$ cat src/rtl/brdec_pkg.sv
package brdec_pkg;

    typedef enum logic [1:0] {
        ST_IDLE = 2'd0,
        ST_EVAL = 2'd1
    } brdec_state_e;

    typedef enum logic [2:0] {
        CLS_NONE = 3'd0,
        CLS_JCC  = 3'd1,
        CLS_RCC  = 3'd2,
        CLS_RET  = 3'd3,
        CLS_RST  = 3'd4,
        CLS_PCHL = 3'd5,
        CLS_SPHL = 3'd6
    } op_class_e;

    localparam int MC_W = 3;
    localparam int TS_W = 5;

    // condition field codes, opcode bits 5:3
    localparam logic [2:0] CC_NZ = 3'd0;
    localparam logic [2:0] CC_Z  = 3'd1;
    localparam logic [2:0] CC_NC = 3'd2;
    localparam logic [2:0] CC_C  = 3'd3;
    localparam logic [2:0] CC_PO = 3'd4;
    localparam logic [2:0] CC_PE = 3'd5;
    localparam logic [2:0] CC_P  = 3'd6;
    localparam logic [2:0] CC_M  = 3'd7;

endpackage

$ cat src/rtl/brdec_classify.sv
module brdec_classify
    import brdec_pkg::*;
(
    input  logic [7:0]  op,
    output op_class_e   cls,
    output logic [2:0]  field
);
    assign field = op[5:3];

    always_comb begin
        casez (op)
            8'b11??_?010: cls = CLS_JCC;
            8'b11??_?000: cls = CLS_RCC;
            8'b11??_?111: cls = CLS_RST;
            8'hC9:        cls = CLS_RET;
            8'hE9:        cls = CLS_PCHL;
            8'hF9:        cls = CLS_SPHL;
            default:      cls = CLS_NONE;
        endcase
    end
endmodule

$ cat src/rtl/brdec_cond.sv
module brdec_cond
    import brdec_pkg::*;
(
    input  logic [2:0] sel,
    input  logic       fz,
    input  logic       fc,
    input  logic       fp,
    input  logic       fs,
    output logic       met
);
    always_comb begin
        unique case (sel)
            CC_NZ:   met = !fz;
            CC_Z:    met =  fz;
            CC_NC:   met = !fc;
            CC_C:    met =  fc;
            CC_PO:   met = !fp;
            CC_PE:   met =  fp;
            CC_P:    met = !fs;
            CC_M:    met =  fs;
            default: met = 1'b0;
        endcase
    end
endmodule

$ cat src/rtl/brdec_cost.sv
module brdec_cost
    import brdec_pkg::*;
(
    input  op_class_e         cls,
    input  logic              met,
    output logic [MC_W-1:0]   mc,
    output logic [TS_W-1:0]   ts
);
    always_comb begin
        mc = '0;
        ts = '0;
        unique case (cls)
            CLS_JCC: begin
                mc = met ? MC_W'(3) : MC_W'(2);
                ts = met ? TS_W'(10) : TS_W'(7);
            end
            CLS_RCC: begin
                mc = met ? MC_W'(3) : MC_W'(1);
                ts = met ? TS_W'(12) : TS_W'(6);
            end
            CLS_RET: begin
                mc = MC_W'(3);
                ts = TS_W'(10);
            end
            CLS_RST: begin
                mc = MC_W'(3);
                ts = TS_W'(12);
            end
            CLS_PCHL, CLS_SPHL: begin
                mc = MC_W'(1);
                ts = TS_W'(6);
            end
            default: begin
                mc = '0;
                ts = '0;
            end
        endcase
    end
endmodule

$ cat src/rtl/brdec_target.sv
module brdec_target
    import brdec_pkg::*;
#(
    parameter int ADDR_W = 16
) (
    input  op_class_e           cls,
    input  logic                met,
    input  logic [2:0]          field,
    input  logic [ADDR_W-1:0]   pc,
    input  logic [ADDR_W-1:0]   imm,
    input  logic [ADDR_W-1:0]   hl,
    input  logic [ADDR_W-1:0]   ret,
    output logic                xfer,
    output logic [ADDR_W-1:0]   target,
    output logic                push,
    output logic                pop,
    output logic                sp_load,
    output logic                unknown
);
    localparam int VEC_SHIFT = 3;
    localparam int VEC_PAD   = ADDR_W - 3 - VEC_SHIFT;

    logic [ADDR_W-1:0] pc_plus1;
    logic [ADDR_W-1:0] pc_plus3;
    logic [ADDR_W-1:0] vector;

    assign pc_plus1 = pc + ADDR_W'(1);
    assign pc_plus3 = pc + ADDR_W'(3);
    assign vector   = {{VEC_PAD{1'b0}}, field, {VEC_SHIFT{1'b0}}};

    always_comb begin
        xfer    = 1'b0;
        target  = pc;
        push    = 1'b0;
        pop     = 1'b0;
        sp_load = 1'b0;
        unknown = 1'b0;
        unique case (cls)
            CLS_JCC: begin
                xfer   = met;
                target = met ? imm : pc_plus3;
            end
            CLS_RCC: begin
                xfer   = met;
                pop    = met;
                target = met ? ret : pc_plus1;
            end
            CLS_RET: begin
                xfer   = 1'b1;
                pop    = 1'b1;
                target = ret;
            end
            CLS_RST: begin
                xfer   = 1'b1;
                push   = 1'b1;
                target = vector;
            end
            CLS_PCHL: begin
                xfer   = 1'b1;
                target = hl;
            end
            CLS_SPHL: begin
                sp_load = 1'b1;
                target  = pc_plus1;
            end
            default: begin
                unknown = 1'b1;
                target  = pc;
            end
        endcase
    end
endmodule

$ cat src/rtl/brdec_unit.sv
module brdec_unit
    import brdec_pkg::*;
#(
    parameter int ADDR_W = 16
) (
    input  logic               clk,
    input  logic               rst_n,
    input  logic               req_valid,
    output logic               req_ready,
    input  logic [7:0]         opcode,
    input  logic               flag_zero,
    input  logic               flag_carry,
    input  logic               flag_parity,
    input  logic               flag_sign,
    input  logic [ADDR_W-1:0]  cur_pc,
    input  logic [ADDR_W-1:0]  imm_addr,
    input  logic [ADDR_W-1:0]  hl_val,
    input  logic [ADDR_W-1:0]  ret_addr,
    output logic               res_valid,
    output logic               taken,
    output logic [ADDR_W-1:0]  next_pc,
    output logic               push_req,
    output logic               pop_req,
    output logic               load_sp,
    output logic [ADDR_W-1:0]  sp_value,
    output logic               not_handled,
    output logic [2:0]         mcycles,
    output logic [4:0]         tstates
);
    brdec_state_e state_q, state_d;

    logic [7:0]        op_q;
    logic              fz_q, fc_q, fp_q, fs_q;
    logic [ADDR_W-1:0] pc_q, imm_q, hl_q, ret_q;
    logic              accept;

    op_class_e         cls;
    logic [2:0]        field;
    logic              met;
    logic              xfer, push, pop, sp_load, unknown;
    logic [ADDR_W-1:0] target;
    logic [MC_W-1:0]   mc;
    logic [TS_W-1:0]   ts;

    assign accept = (state_q == ST_IDLE) && req_valid;

    // state register
    always_ff @(posedge clk or negedge rst_n) begin
        if (!rst_n) state_q <= ST_IDLE;
        else        state_q <= state_d;
    end

    // next-state logic: accept and retire
    always_comb begin
        state_d = state_q;
        unique case (state_q)
            ST_IDLE: if (req_valid) state_d = ST_EVAL;
            ST_EVAL: state_d = ST_IDLE;
            default: state_d = ST_IDLE;
        endcase
    end

    // operand capture
    always_ff @(posedge clk or negedge rst_n) begin
        if (!rst_n) begin
            op_q  <= '0;
            fz_q  <= 1'b0;
            fc_q  <= 1'b0;
            fp_q  <= 1'b0;
            fs_q  <= 1'b0;
            pc_q  <= '0;
            imm_q <= '0;
            hl_q  <= '0;
            ret_q <= '0;
        end else if (accept) begin
            op_q  <= opcode;
            fz_q  <= flag_zero;
            fc_q  <= flag_carry;
            fp_q  <= flag_parity;
            fs_q  <= flag_sign;
            pc_q  <= cur_pc;
            imm_q <= imm_addr;
            hl_q  <= hl_val;
            ret_q <= ret_addr;
        end
    end

    brdec_classify u_classify (
        .op    (op_q),
        .cls   (cls),
        .field (field)
    );

    brdec_cond u_cond (
        .sel (field),
        .fz  (fz_q),
        .fc  (fc_q),
        .fp  (fp_q),
        .fs  (fs_q),
        .met (met)
    );

    brdec_target #(.ADDR_W(ADDR_W)) u_target (
        .cls     (cls),
        .met     (met),
        .field   (field),
        .pc      (pc_q),
        .imm     (imm_q),
        .hl      (hl_q),
        .ret     (ret_q),
        .xfer    (xfer),
        .target  (target),
        .push    (push),
        .pop     (pop),
        .sp_load (sp_load),
        .unknown (unknown)
    );

    brdec_cost u_cost (
        .cls (cls),
        .met (met),
        .mc  (mc),
        .ts  (ts)
    );

    // output process
    always_comb begin
        req_ready   = 1'b0;
        res_valid   = 1'b0;
        taken       = 1'b0;
        next_pc     = '0;
        push_req    = 1'b0;
        pop_req     = 1'b0;
        load_sp     = 1'b0;
        sp_value    = '0;
        not_handled = 1'b0;
        mcycles     = '0;
        tstates     = '0;
        unique case (state_q)
            ST_IDLE: req_ready = 1'b1;
            ST_EVAL: begin
                res_valid   = 1'b1;
                taken       = xfer;
                next_pc     = target;
                push_req    = push;
                pop_req     = pop;
                load_sp     = sp_load;
                sp_value    = sp_load ? hl_q : '0;
                not_handled = unknown;
                mcycles     = mc;
                tstates     = ts;
            end
            default: ;
        endcase
    end
endmodule

$ cat config.mk
export PLATFORM = sky130hd
export DESIGN_NAME = brdec_unit
export DESIGN_NICKNAME = d
export VERILOG_FILES = /design/src/rtl/brdec_pkg.sv /design/src/rtl/brdec_classify.sv /design/src/rtl/brdec_cond.sv /design/src/rtl/brdec_cost.sv /design/src/rtl/brdec_target.sv /design/src/rtl/brdec_unit.sv
export SDC_FILE = /design/constraint.sdc
export NUM_CORES = 1
export LEC_CHECK = 0
export BUFFER_PORTS_ARGS = -buffer_cell sky130_fd_sc_hd__buf_4
export CORE_UTILIZATION = 57
export DETAILED_ROUTE_END_ITERATION = 10
export HOLD_SLACK_MARGIN = 0.02
export PLACE_DENSITY = 0.83
export SYNTH_ARGS = -nofsm -noshare
export SYNTH_HDL_FRONTEND = slang
export SYNTH_SLANG_ARGS = --single-unit
$ cat constraint.sdc
create_clock -name clk -period 3.9 [get_ports clk]
set_input_delay 0.78 -clock clk [delete_from_list [all_inputs] [get_ports clk]]
set_output_delay 0.78 -clock clk [all_outputs]
set_load 0.005 [all_outputs]
**Yosys cells after proc, flatten, opt, wreduce, memory -nomap -nowiden**

Index checks and enable logic that the tools add are counted.

- Flip-flop bits (word level): 78
- Bits in latches: 0
- Bits in writable memories: 0
- Memory bits (read-only): 0
- Input bits: 79
- Output and inout bits: 47
- Logic and storage cells: 75
- Memories kept: 0

- Add/subtract/negate cells: 2
- Multipliers: 0
- Divide/modulo/power cells: 0
- $lt $le $gt $ge: 0
- Eq/ne operators: 21
- Shifts and indexed selects: 0
- Mux-type cells: 30
- Bitwise logic cells: 0
- Reduce and logical (&&, ||, !) cells: 12

Operator list:

| cell | number |
|---|---|
| one-hot mux 16 bit (6 select lines) | 1 |
| two-way mux 16 bit | 5 |
| one-hot mux 5 bit (5 select lines) | 1 |
| == test 8 bit (second input constant) | 3 |
| == test 3 bit (second input constant) | 7 |
| one-hot mux 3 bit (6 select lines) | 1 |
| adder 16 x 1 -> 16 bit (second input constant) | 1 |
| adder 16 x 2 -> 16 bit (second input constant) | 1 |
| == test 5 bit (second input constant) | 3 |
| == test 3 x 2 -> 1 bit (second input constant) | 4 |
| one-hot mux 3 bit (4 select lines) | 1 |
| two-way mux 1 bit | 11 |
| two-way mux 4 bit | 2 |
| one-hot mux 1 bit (8 select lines) | 1 |
| == test 3 x 1 -> 1 bit (second input constant) | 2 |
| two-way mux 2 bit | 3 |
| OR reduction 2 bit | 3 |
| OR reduction 6 bit | 1 |
| two-way mux 5 bit | 1 |
| logical NOT 1 bit | 4 |
| one-hot mux 1 bit (2 select lines) | 2 |
| logical NOT 3 bit | 1 |
| two-way mux 3 bit | 1 |
| OR reduction 3 bit | 1 |
| other kinds (4) | 4 |

**Depth between registers and ports, before layout**

Gate-level depths: netlist of the first run.

- Depth in word-level cells: 6
- Gate-level depth with buffers: 9
- Gate-level depth less buffers: 8

**By module**

Synthesis of the first run repeated with hierarchy kept, for this count alone.

- Cell total of the unflattened synthesis: 541
- Area, all modules: 5376.4 µm²

By module, submodules not included:

| module | times used | cells an instance | area an instance (µm²) | seq. area each (µm²) |
|---|---|---|---|---|
| brdec_unit | 1 | 215 | 3321.9 | 1926.8 |
| brdec_target | 1 | 287 | 1790.5 | 0.0 |
| brdec_cost | 1 | 22 | 133.9 | 0.0 |
| brdec_classify | 1 | 15 | 98.8 | 0.0 |
| brdec_cond | 1 | 2 | 31.3 | 0.0 |

**Worst setup path after synthesis of the first run**

No wires, ideal clock.

- Path kind: register to output
- Start: register op_q[4]
- End: output port next_pc[10]
- Data arrival time: 2.112 ns
- Setup slack: 1.008 ns
- Stages on the path, launching flop included: 8
- Path buffers: 1
- Cell sequence: dfrtp_1 buf_6 mux4_2 xnor2_4 nor2_1 a22oi_1 a41oi_1 o221a_2

- Longest elaborated chain between the ends: 5

RTL lines:

| element | RTL line | RTL |
|---|---|---|
| start, declared | brdec_unit.sv:32 | `logic [7:0] op_q;` |
| start signal, assigned | brdec_unit.sv:76 | `op_q <= opcode;` |
| == test 8 bit, or another cell as far along | brdec_classify.sv:11 | `casez (op)` |
| one-hot mux 3 bit (6 select lines) / one-hot mux 1 bit (8 select lines) (equally long branches) | brdec_classify.sv:11, brdec_cond.sv:12 |  |
| == test 3 bit, or another cell as far along | brdec_target.sv:38 | `unique case (cls)` |
| one-hot mux 16 bit (6 select lines) * | brdec_target.sv:38 |  |
| two-way mux 16 bit * | brdec_unit.sv:139 | `unique case (state_q)` |
| end, declared | brdec_unit.sv:21 | `output logic [ADDR_W-1:0] next_pc,` |

Mark *: on every way between the ends. The rest lies on a longest branch, timed or not.

**Final worst setup path of the first run**

- Start: register op_q[1]
- End: output port next_pc[1]

- Longest elaborated chain between the ends: 5

RTL lines:

| element | RTL line |
|---|---|
| == test 8 bit / == test 5 bit (equally long branches) | brdec_classify.sv:11 |
| one-hot mux 3 bit (6 select lines) * | brdec_classify.sv:11 |
| == test 3 bit, or another cell as far along | brdec_target.sv:38 |
| one-hot mux 16 bit (6 select lines) * | brdec_target.sv:38 |
| two-way mux 16 bit * | brdec_unit.sv:139 |

Marks and branches as above.

==> impl_metrics.ini, run 1 <==
[run_status]
outcome = finished, final reports clean

[global_route]
grt_max_degree = 78
grt_pass1_wl_um = 23000
overflow = 0
grt.total_usage_pct = 35.0
antenna_found_initial = 0
grt_pass1_vias = 4312

[setup_path]
critPathMaxStageDelay_ns = 0.56
cp_data_required_time_ns = 3.12
arrival_ns = 2.98
crit_chain = and3_1 -> o21ai_0 -> nand2_1 -> o221ai_1 -> a221oi_1 -> a211oi_1 -> buf_4
crit_path_start = op_q[1]
cp_slowest_cell = nand2_1
path_max_fanout = 16
cp-end-kind = output pin
crit_type = flip-flop to output pin
regToRegEndpoint = ret_q[14]
rrSetupSlack_ns = 1.38
r2r-start = state_q[0]
crit_cells = 7
start_kind = flip-flop
r2r_cells = 4
path_delay_family = compound AO/OA/AOI/OAI gates
crit_end = next_pc[1]
path_buf_inv = 1

[synth]
synth_top_family_by_area = multiplexers
synth_edf_count = 0
ys_seq_area_share_pct = 40.9
yosysWarningCount = 0
ys_seq_elements = 77
synthAdderAreaFrac_pct = 0.531
async_flop_share_pct = 100
synth.avg_cell_area_sq_um = 10.0
yosys.cell_types.count = 58
synthMuxAreaShare_pct = 19.6
yosys.area_share.simple_pct = 17.1
synth_xor_area_share_pct = 3.75
synth-compound-area-share_pct = 14.1
synth-main-ff-cell = dfrtp_1
syn_area_sq_um = 4710
synthCells = 470

[cts]
cts_buffer_depth = 2
cts_resized = 0
cts_tree = done
cts_made_buffers = 9
htreeDepth = 3
cts_hold_buf = 0
worstSkewPairLatency_ns = 0.35
clock_sinks = 77
cts_setup_buffers = 0
cts-root-buf = clkbuf_8
cts.clk_slew.worst_paths_ns = 0.09

[timing]
fmax_ghz = 0.266
slew_headroom_pct = 35.8
finalCritPeriodShare_pct = 96.5
drv_slew = 0
tightest_slew_ns = 0.962
skew_ns = 0.00424
min_period_ns = 3.76
fin_setup_tns_ns = 0
holdWs_ns = 0.520
setup_viol = 0
rsz0062_at_grt = false
finalHoldViolations = 0

[layout]
final_cell_mix = buf_4 (136), dfrtp_1 (77), mux2_2 (72)
mostFrequentLayoutCell = buf_4
post_route_cells_drive_above_1_share_pct = 40.7
area_growth_pct = 26.0
insertedDiodeCount = 0
nets = 663

[run]
cap_violations = 0

[power_and_ir_drop]
peakVddDrop_mv = 0.277
p_leak_nw = 2.60
p_per_area_nw_per_um2 = 403

[route]
drc = 0
vias = 4395
drt_iter0_markers = 408
drt_wl_total_um = 14600
drt_pre_antenna_iters = 5
drtAntennaViolNets = 0
wl_per_cell_um = 21.3
vias_per_cell = 6.38

[place]
gp_congestion = 0.935
hpwl_um = 10900
port_buffers = 123

[die]
io_pins = 126
rows = 32
initial_core_util_pct = 60.0
core_sq_um = 7850
die_h_um = 92.9
dieArea_sq_um = 8630
die-width_um = 92.9

[hold_path]
hold_class = flip-flop to flip-flop
cell usage after synthesis (all sizes together) (4+ instances only):
cell | count | area [sq um]
inv | 5 | 18.8
a211oi | 5 | 37.5
a22oi | 6 | 50.1
nand4 | 6 | 37.5
o21ai | 27 | 135
nor3 | 16 | 85.1
xor2 | 7 | 61.3
a2111oi | 4 | 35.0
a22o | 4 | 36.3
a221oi | 8 | 70.1
and2 | 5 | 31.3
a31oi | 10 | 62.6
and3 | 21 | 131
mux2i | 9 | 90.1
nor2 | 31 | 116
buf | 9 | 67.6
xnor2 | 11 | 115
clkbuf | 27 | 101
dfrtp | 77 | 1930
nand3 | 15 | 75.1
nor4 | 5 | 31.3
nand2 | 36 | 135
nand2b | 4 | 25.0
nand3b | 4 | 30.0
mux2 | 72 | 811
a21oi | 11 | 55.1
routing by layer:
layer | vias to the layer above | routed length, um | GRT usage, %
met5 | - | 0 | 0
met4 | 0 | 263 | 9.36
met3 | 27 | 1280 | 6.08
met2 | 245 | 6940 | 55.2
met1 | 2145 | 6170 | 49.7
li1 | 1978 | - | -
cell type report:
class,instances,area [sq um]
flip-flops and latches,77,1930
multi-input cells,353,2610
fillers,580,1910
clock buffers,9,124
inverters,5,18.8
clock inverters,7,104
well taps,102,128
repair buffers,136,1020
worst reg2reg max path, cell delays in order (launching register included):
cell,delay (ns)
dfrtp_1,0.62
buf_4,0.33
nor2b_4,0.61
buf_4,0.46
mux2_2,0.40
sequential cells by signal, indices dropped and copies added (netlist names):
name,count
fc_q,1
hl_q,16
imm_q,16
fz_q,1
fp_q,1
fs_q,1
op_q,8
ret_q,16
state_q,1
pc_q,16
through the flow:
step / total power, mW / worst slack (ns) / utilization [%] / instance area [sq um] / std cells
finish: 2.39 / 0.135 / 75.6 / 5930 / 689
global placement: 1.67 / 0.580 / 72.7 / 5710 / 673
floorplan: 1.43 / 1.01 / - / 4710 / 471
detailed placement: 1.69 / 0.567 / 72.7 / 5710 / 673
CTS: 2.39 / 0.178 / 75.6 / 5930 / 689
global route: 2.49 / 0.0000118 / 75.6 / 5930 / 689
report_power, final:
| group | switching [mW] | internal, mW | leakage, nW |
|---|---|---|---|
| combinational | 0.306 | 0.314 | 1.59 |
| sequential | 0.156 | 0.915 | 0.903 |
| clock | 0.331 | 0.369 | 0.108 |
| total | 0.793 | 1.60 | 2.60 |
worst min path at each step:
| stage | start | end | slack, ns | cells after the start |
|---|---|---|---|---|
| after floorplan | rst_n | fc_q | 0.48 | 0 |
| after global placement | fz_q | fz_q | 0.49 | 1 |
| after detailed placement | imm_q[12] | imm_q[12] | 0.50 | 1 |
| after CTS | ret_q[1] | ret_q[1] | 0.52 | 1 |
| after global routing | imm_q[5] | imm_q[5] | 0.53 | 1 |
| final | fc_q | fc_q | 0.52 | 1 |
cell families after synthesis:
family | count (synthesis)
adders and majority gates | 2
DFF | 77
and+or+nand+nor | 155
muxes | 82
AOI/OAI and AO/OA | 94
other | 1
xor gates and xnor gates | 18
buffers and inverters | 41
Note: power is estimated with default switching activity, not from simulation.
==> run 2, diff against run 1 <==
--- a/config.mk
+++ b/config.mk
@@ -6,10 +6,12 @@
 export NUM_CORES = 1
 export LEC_CHECK = 0
 export BUFFER_PORTS_ARGS = -buffer_cell sky130_fd_sc_hd__buf_4
-export CORE_UTILIZATION = 57
+export CORE_MARGIN = 3
+export CORE_UTILIZATION = 53
 export DETAILED_ROUTE_END_ITERATION = 10
 export HOLD_SLACK_MARGIN = 0.02
-export PLACE_DENSITY = 0.83
+export PLACE_DENSITY = 0.77
+export RECOVER_POWER = 100
 export SYNTH_ARGS = -nofsm -noshare
 export SYNTH_HDL_FRONTEND = slang
 export SYNTH_SLANG_ARGS = --single-unit
==> constraint.sdc (replaced) <==
create_clock -name clk -period 4.05 [get_ports clk]
set_input_delay 0.81 -clock clk [delete_from_list [all_inputs] [get_ports clk]]
set_output_delay 0.81 -clock clk [all_outputs]
set_load 0.005 [all_outputs]
==> run 2 against run 1 <==
Compared with the run above:
- the run now ends with capacitance limit, slew limit left
- sequential share of layout area decreased by 0.055 points
- count of clock-buffer cells in the layout increased by 1
- worst setup slack improved by 0.15 ns
- flip-flop and latch count unchanged
- clock skew increased by 0.0045 ns
- wire length increased by 1.2%
- hold slack got worse by 0.0069 ns
- largest cell class unchanged
- largest power group unchanged
- highest routed layer unchanged
==> impl_metrics.ini, run 2 (synthesis results as in run 1) <==
[route]
drc = 0
wl_per_cell_um = 21.4
drt_pre_antenna_iters = 5
drt_wl_total_um = 14800
vias_per_cell = 6.31
drt_iter0_markers = 410
drtAntennaViolNets = 0
vias = 4377

[global_route]
grt_pass1_wl_um = 23400
grt.total_usage_pct = 30.2
grt_pass1_vias = 4275
antenna_found_initial = 0
grt_max_degree = 78
overflow = 0

[cts]
cts_resized = 0
htreeDepth = 3
cts_setup_buffers = 0
cts_buffer_depth = 2
worstSkewPairLatency_ns = 0.35
cts_made_buffers = 9
cts_hold_buf = 0
cts_tree = done
cts-root-buf = clkbuf_8
cts.clk_slew.worst_paths_ns = 0.08
clock_sinks = 77

[layout]
multiInputGateArea_sq_um = 2600
design_area_sq_um = 5940
ff_latch_area_sq_um = 1930
fillCellCount = 649
mostFrequentLayoutCell = buf_4
final_cell_mix = buf_4 (105), dfrtp_1 (77), mux2_2 (69)
post_route_cells_drive_above_1_share_pct = 39.0
area_growth_pct = 26.2
insertedDiodeCount = 0
nets = 665
instances_no_fill = 694
finish.utilization_pct = 70.6

[timing]
fmax_ghz = 0.266
min_period_ns = 3.77
slew_headroom_pct = -37.9
setup_viol = 0
rsz0062_at_grt = false
drv_slew = 161
finalCritPeriodShare_pct = 93.0
fin_setup_tns_ns = 0
finalHoldViolations = 0
tightest_slew_ns = 2.07
skew_ns = 0.00875

[run_status]
outcome = complete, but fails checks
violations = capacitance limit, slew limit

[setup_path]
arrival_ns = 2.96
critPathMaxStageDelay_ns = 0.61
start_kind = flip-flop
cp-end-kind = output pin
path_delay_family = compound AO/OA/AOI/OAI gates
crit_chain = mux4_2 -> xnor2_4 -> o21ai_0 -> clkbuf_1 -> a22o_1 -> nand2_1 -> a31oi_1 -> clkbuf_4
cp_data_required_time_ns = 3.24
path_max_fanout = 8
cp_slowest_cell = mux4_2
crit_type = flip-flop to output pin
path_buf_inv = 2

[die]
dieArea_sq_um = 10100
die_h_um = 100
io_pins = 126
rows = 33
initial_core_util_pct = 55.9
die-width_um = 100
core_sq_um = 8420

[power_and_ir_drop]
switchingPower_mw = 0.761
p_clk_share_pct = 31.2
p_seq_share_pct = 43.3
p_total_mw = 2.36
p_sw_share_pct = 32.2
intPower_mw = 1.60
p_leak_nw = 2.60
power.share.combinational_pct = 25.5
p_per_area_nw_per_um2 = 398
peakVddDrop_mv = 0.222

[place]
gp_congestion = 0.948
dpl-instance-area_sq_um = 5720
port_buffers = 123
dp.cells = 678
hpwl_um = 11000

[run]
cap_violations = 3

[hold_path]
hold_class = flip-flop to flip-flop
==> run 2: cell count changes in the layout (fill, tap and decap cells not counted), sizes merged <==
cell,change
clkinv,+1
clkinvlp,-2
buf,-31
inv,-1
bufinv,+1
clkbuf,+34
==> run 2: cell type report <==
type                       instances  area share, %
sequential                        77           32.4
clock buffer                      10           2.15
clock inverter                     6           2.00
tap                              105           2.21
inverter                           5          0.316
timing repair buffer             138           17.1
multi-input combinational        353           43.8
==> run 2: path summary, 6_finish.rpt <==
path / start / to / slack [ns] / cells past startpoint
worst min register to register: fs_q / fs_q / 0.51 / 1
worst max-delay path: op_q[4] / next_pc[7] / 0.28 / 8
max in group asynchronous: rst_n / ret_q[10] / 1.99 / 1
min in group asynchronous: rst_n / pc_q[3] / 0.96 / 1
worst min-delay path: fs_q / fs_q / 0.51 / 1
worst max register to register: state_q[0] / hl_q[9] / 1.03 / 3
==> run 2: power by group through the flow <==
stage          registers [mW]  clock network (mW)  logic, mW
6_report                 1.02               0.738      0.603
2_1_floorplan           0.958                   0      0.421
3_5_place_dp             1.04                   0      0.596
4_1_cts                  1.02               0.748      0.602
5_1_grt                  1.04               0.776      0.657
3_3_place_gp             1.03                   0      0.588
==> run 2: routing by layer <==
metal  GRT usage (%)  up-vias  part of all wire (%)
li1                -     1975                     -
met1            44.2     2145                    45
met2            45.8      231                    45
met3            5.91       26                   8.5
met4            8.50        0                   1.7
met5               0        -                     0
==> run 2: worst register-to-register path, delay by kind of cell (launching register included) <==
family                 cells  cell delay (ns)
buffers and inverters      1             1.49
DFF                        1             0.70
muxes                      1             0.49
and+or+nand+nor            1             0.23
==> run 2: metrics by stage <==
| stage | hold WS [ns] | worst slack (ns) |
|---|---|---|
| after global placement | 0.485 | 0.740 |
| after CTS | 0.514 | 0.315 |
| after detailed placement | 0.495 | 0.724 |
| final | 0.513 | 0.284 |
| after floorplan | 0.475 | 1.13 |
| after global routing | 0.530 | 0.0968 |
==> run 3, diff against run 2 <==
--- a/config.mk
+++ b/config.mk
@@ -7,11 +7,12 @@
 export LEC_CHECK = 0
 export BUFFER_PORTS_ARGS = -buffer_cell sky130_fd_sc_hd__buf_4
 export CORE_MARGIN = 3
-export CORE_UTILIZATION = 53
+export CORE_UTILIZATION = 59
 export DETAILED_ROUTE_END_ITERATION = 10
 export HOLD_SLACK_MARGIN = 0.02
-export PLACE_DENSITY = 0.77
+export PLACE_DENSITY = 0.83
 export RECOVER_POWER = 100
 export SYNTH_ARGS = -nofsm -noshare
 export SYNTH_HDL_FRONTEND = slang
+export SYNTH_HIERARCHICAL = 1
 export SYNTH_SLANG_ARGS = --single-unit
==> constraint.sdc (replaced) <==
create_clock -name clk -period 4.5 [get_ports clk]
set_input_delay 0.9 -clock clk [delete_from_list [all_inputs] [get_ports clk]]
set_output_delay 0.9 -clock clk [all_outputs]
set_load 0.005 [all_outputs]
==> run 3 against run 2 <==
Compared with the run above:
- the run still ends with capacitance limit, slew limit left
- total power decreased by 6.5%
- clock skew increased by 0.0025 ns
- clock power decreased by 22%
- synthesized cell count increased by 15%
- sequential share of layout area decreased by 2.0 points
- global-route usage decreased by 1.7 points
==> impl_metrics.ini, run 3 <==
[route]
drt_pre_antenna_iters = 5
vias_per_cell = 6.16
drt_wl_total_um = 14500
drc = 0
drt_iter0_markers = 336
wl_per_cell_um = 19.3
drtAntennaViolNets = 0
vias = 4620

[power_and_ir_drop]
p_leak_nw = 2.79
p_per_area_nw_per_um2 = 349
peakVddDrop_mv = 0.181

[timing]
skew_ns = 0.0113
slew_headroom_pct = -25.4
fmax_ghz = 0.231
setup_viol = 0
finalCritPeriodShare_pct = 96.0
tightest_slew_ns = 1.88
fin_setup_tns_ns = 0
drv_slew = 156
finalHoldViolations = 0
min_period_ns = 4.32
rsz0062_at_grt = false

[global_route]
antenna_found_initial = 0
overflow = 0
grt_pass1_wl_um = 23400
grt.total_usage_pct = 28.5
grt_max_degree = 78
grt_pass1_vias = 4676

[layout]
nets = 718
area_growth_pct = 17.8
final_cell_mix = buf_4 (131), dfrtp_1 (77), mux2_2 (48)
instances_no_fill = 750
fillCellCount = 689
mostFrequentLayoutCell = buf_4
post_route_cells_drive_above_1_share_pct = 33.6
insertedDiodeCount = 0

[cts]
clock_sinks = 77
cts_buffer_depth = 2
htreeDepth = 3
cts-root-buf = clkbuf_8
worstSkewPairLatency_ns = 0.36
cts_setup_buffers = 0
cts_made_buffers = 9
cts.clk_slew.worst_paths_ns = 0.08
cts_tree = done

[synth]
ys_seq_area_share_pct = 35.8
synth-main-ff-cell = dfrtp_1
synthTopCellsByCount = dfrtp_1 (77), mux2_2 (48), nand2_1 (35), o21ai_0 (34), mux2_4 (30)
yosysWarningCount = 6
yosys-top-cells-area = dfrtp_1 (36%), mux2_2 (10%), mux2_4 (8.4%)
yosysTopAreaCellShare_pct = 35.8
yosysTopAreaCell = dfrtp_1
async_flop_share_pct = 100
yosys.cell_types.count = 69
synth.avg_cell_area_sq_um = 9.94
ys_seq_elements = 77
synthCells = 541
syn_area_sq_um = 5380
synth_edf_count = 0
yosysMostFrequentCell = dfrtp_1

[die]
die-width_um = 101
die_h_um = 101
rows = 34
core_sq_um = 8810
initial_core_util_pct = 61.1
dieArea_sq_um = 10300
io_pins = 126

[setup_path]
cp_data_required_time_ns = 3.60
crit_chain = xnor2_1 -> nand2_1 -> a2111oi_4 -> buf_4 -> nor3b_1 -> a221o_1 -> o211ai_1 -> a31oi_1 -> o22a_1 -> and2_1 -> buf_4
cp-end-kind = output pin
path_buf_inv = 2
crit_top_cell = buf_4
cp_slowest_cell = nor3b_1
path_max_fanout = 46
crit_type = flip-flop to output pin
start_kind = flip-flop
critPathMaxStageDelay_ns = 0.56
arrival_ns = 3.42
path_delay_family = compound AO/OA/AOI/OAI gates

[run]
cap_violations = 2

[run_status]
outcome = complete, but fails checks
violations = capacitance limit, slew limit

[place]
dp.cells = 734
hpwl_um = 10300
gp_congestion = 0.959
port_buffers = 123

[hold_path]
hold_class = flip-flop to flip-flop
[run 3: repair_timing]
item,in CTS,in global routing
setup endpoints to repair,0,2
hold buffers,0,0
gates resized for setup,0,2
[run 3: cells by family (layout without fill, tap and decap cells)]
kind of cell	count (synthesis)	after routing	synth area share [%]
simple gates	165	165	17.0
compound gates	135	135	17.4
mux	81	81	19.2
flops	77	77	35.8
buf+inv	64	164	7.38
xor+xnor	16	16	2.61
fa+ha+maj	2	2	0.465
other cells	1	2	0.0697
[run 3: layout make-up]
type	count	area, sq um	share of cell area, %
clock inverter	5	83.8	1.32
clock buffer	11	131	2.07
timing repair buffer	135	1010	15.9
tap	108	135	2.13
sequential	77	1930	30.4
multi-input combinational	401	3000	47.4
inverter	13	48.8	0.770
[run 3: power breakdown]
group          switching, mW  internal, mW  total (mW)
registers              0.144         0.793       0.937
clock network          0.265         0.315       0.579
logic                  0.353         0.342       0.695
[run 3: per-layer routing]
layer,up-vias,GRT usage [%],routed length [um]
met5,-,0,0
met4,0,11.6,350
met3,34,3.93,832
met2,214,45.5,6860
met1,2226,39.3,6430
li1,2146,-,-
[run 3: path summary, 6_finish.rpt]
| check | from | slack, ns | endpoint | depth (start not counted) |
|---|---|---|---|---|
| max | op_q[5] | 0.18 | next_pc[4] | 11 |
| min | imm_q[14] | 0.50 | imm_q[14] | 1 |
| max reg2reg | state_q[0] | 1.69 | hl_q[8] | 3 |
| min reg2reg | imm_q[14] | 0.50 | imm_q[14] | 1 |
| max in group asynchronous | rst_n | 2.34 | ret_q[5] | 1 |
| min in group asynchronous | rst_n | 1.05 | imm_q[8] | 1 |
[run 3: through the flow]
stage                     setup slack, ns  hold slack, ns  total power [mW]  instance area, sq um  utilization (%)
after floorplan                     0.897           0.471              1.42                  5380                -
after global placement              0.759           0.483              1.64                  6220             70.7
after detailed placement            0.682           0.492              1.66                  6220             70.7
after CTS                           0.268           0.517              2.25                  6440             73.1
after global routing              0.00307           0.509              2.33                  6330             71.9
final                               0.179           0.496              2.21                  6330             71.9
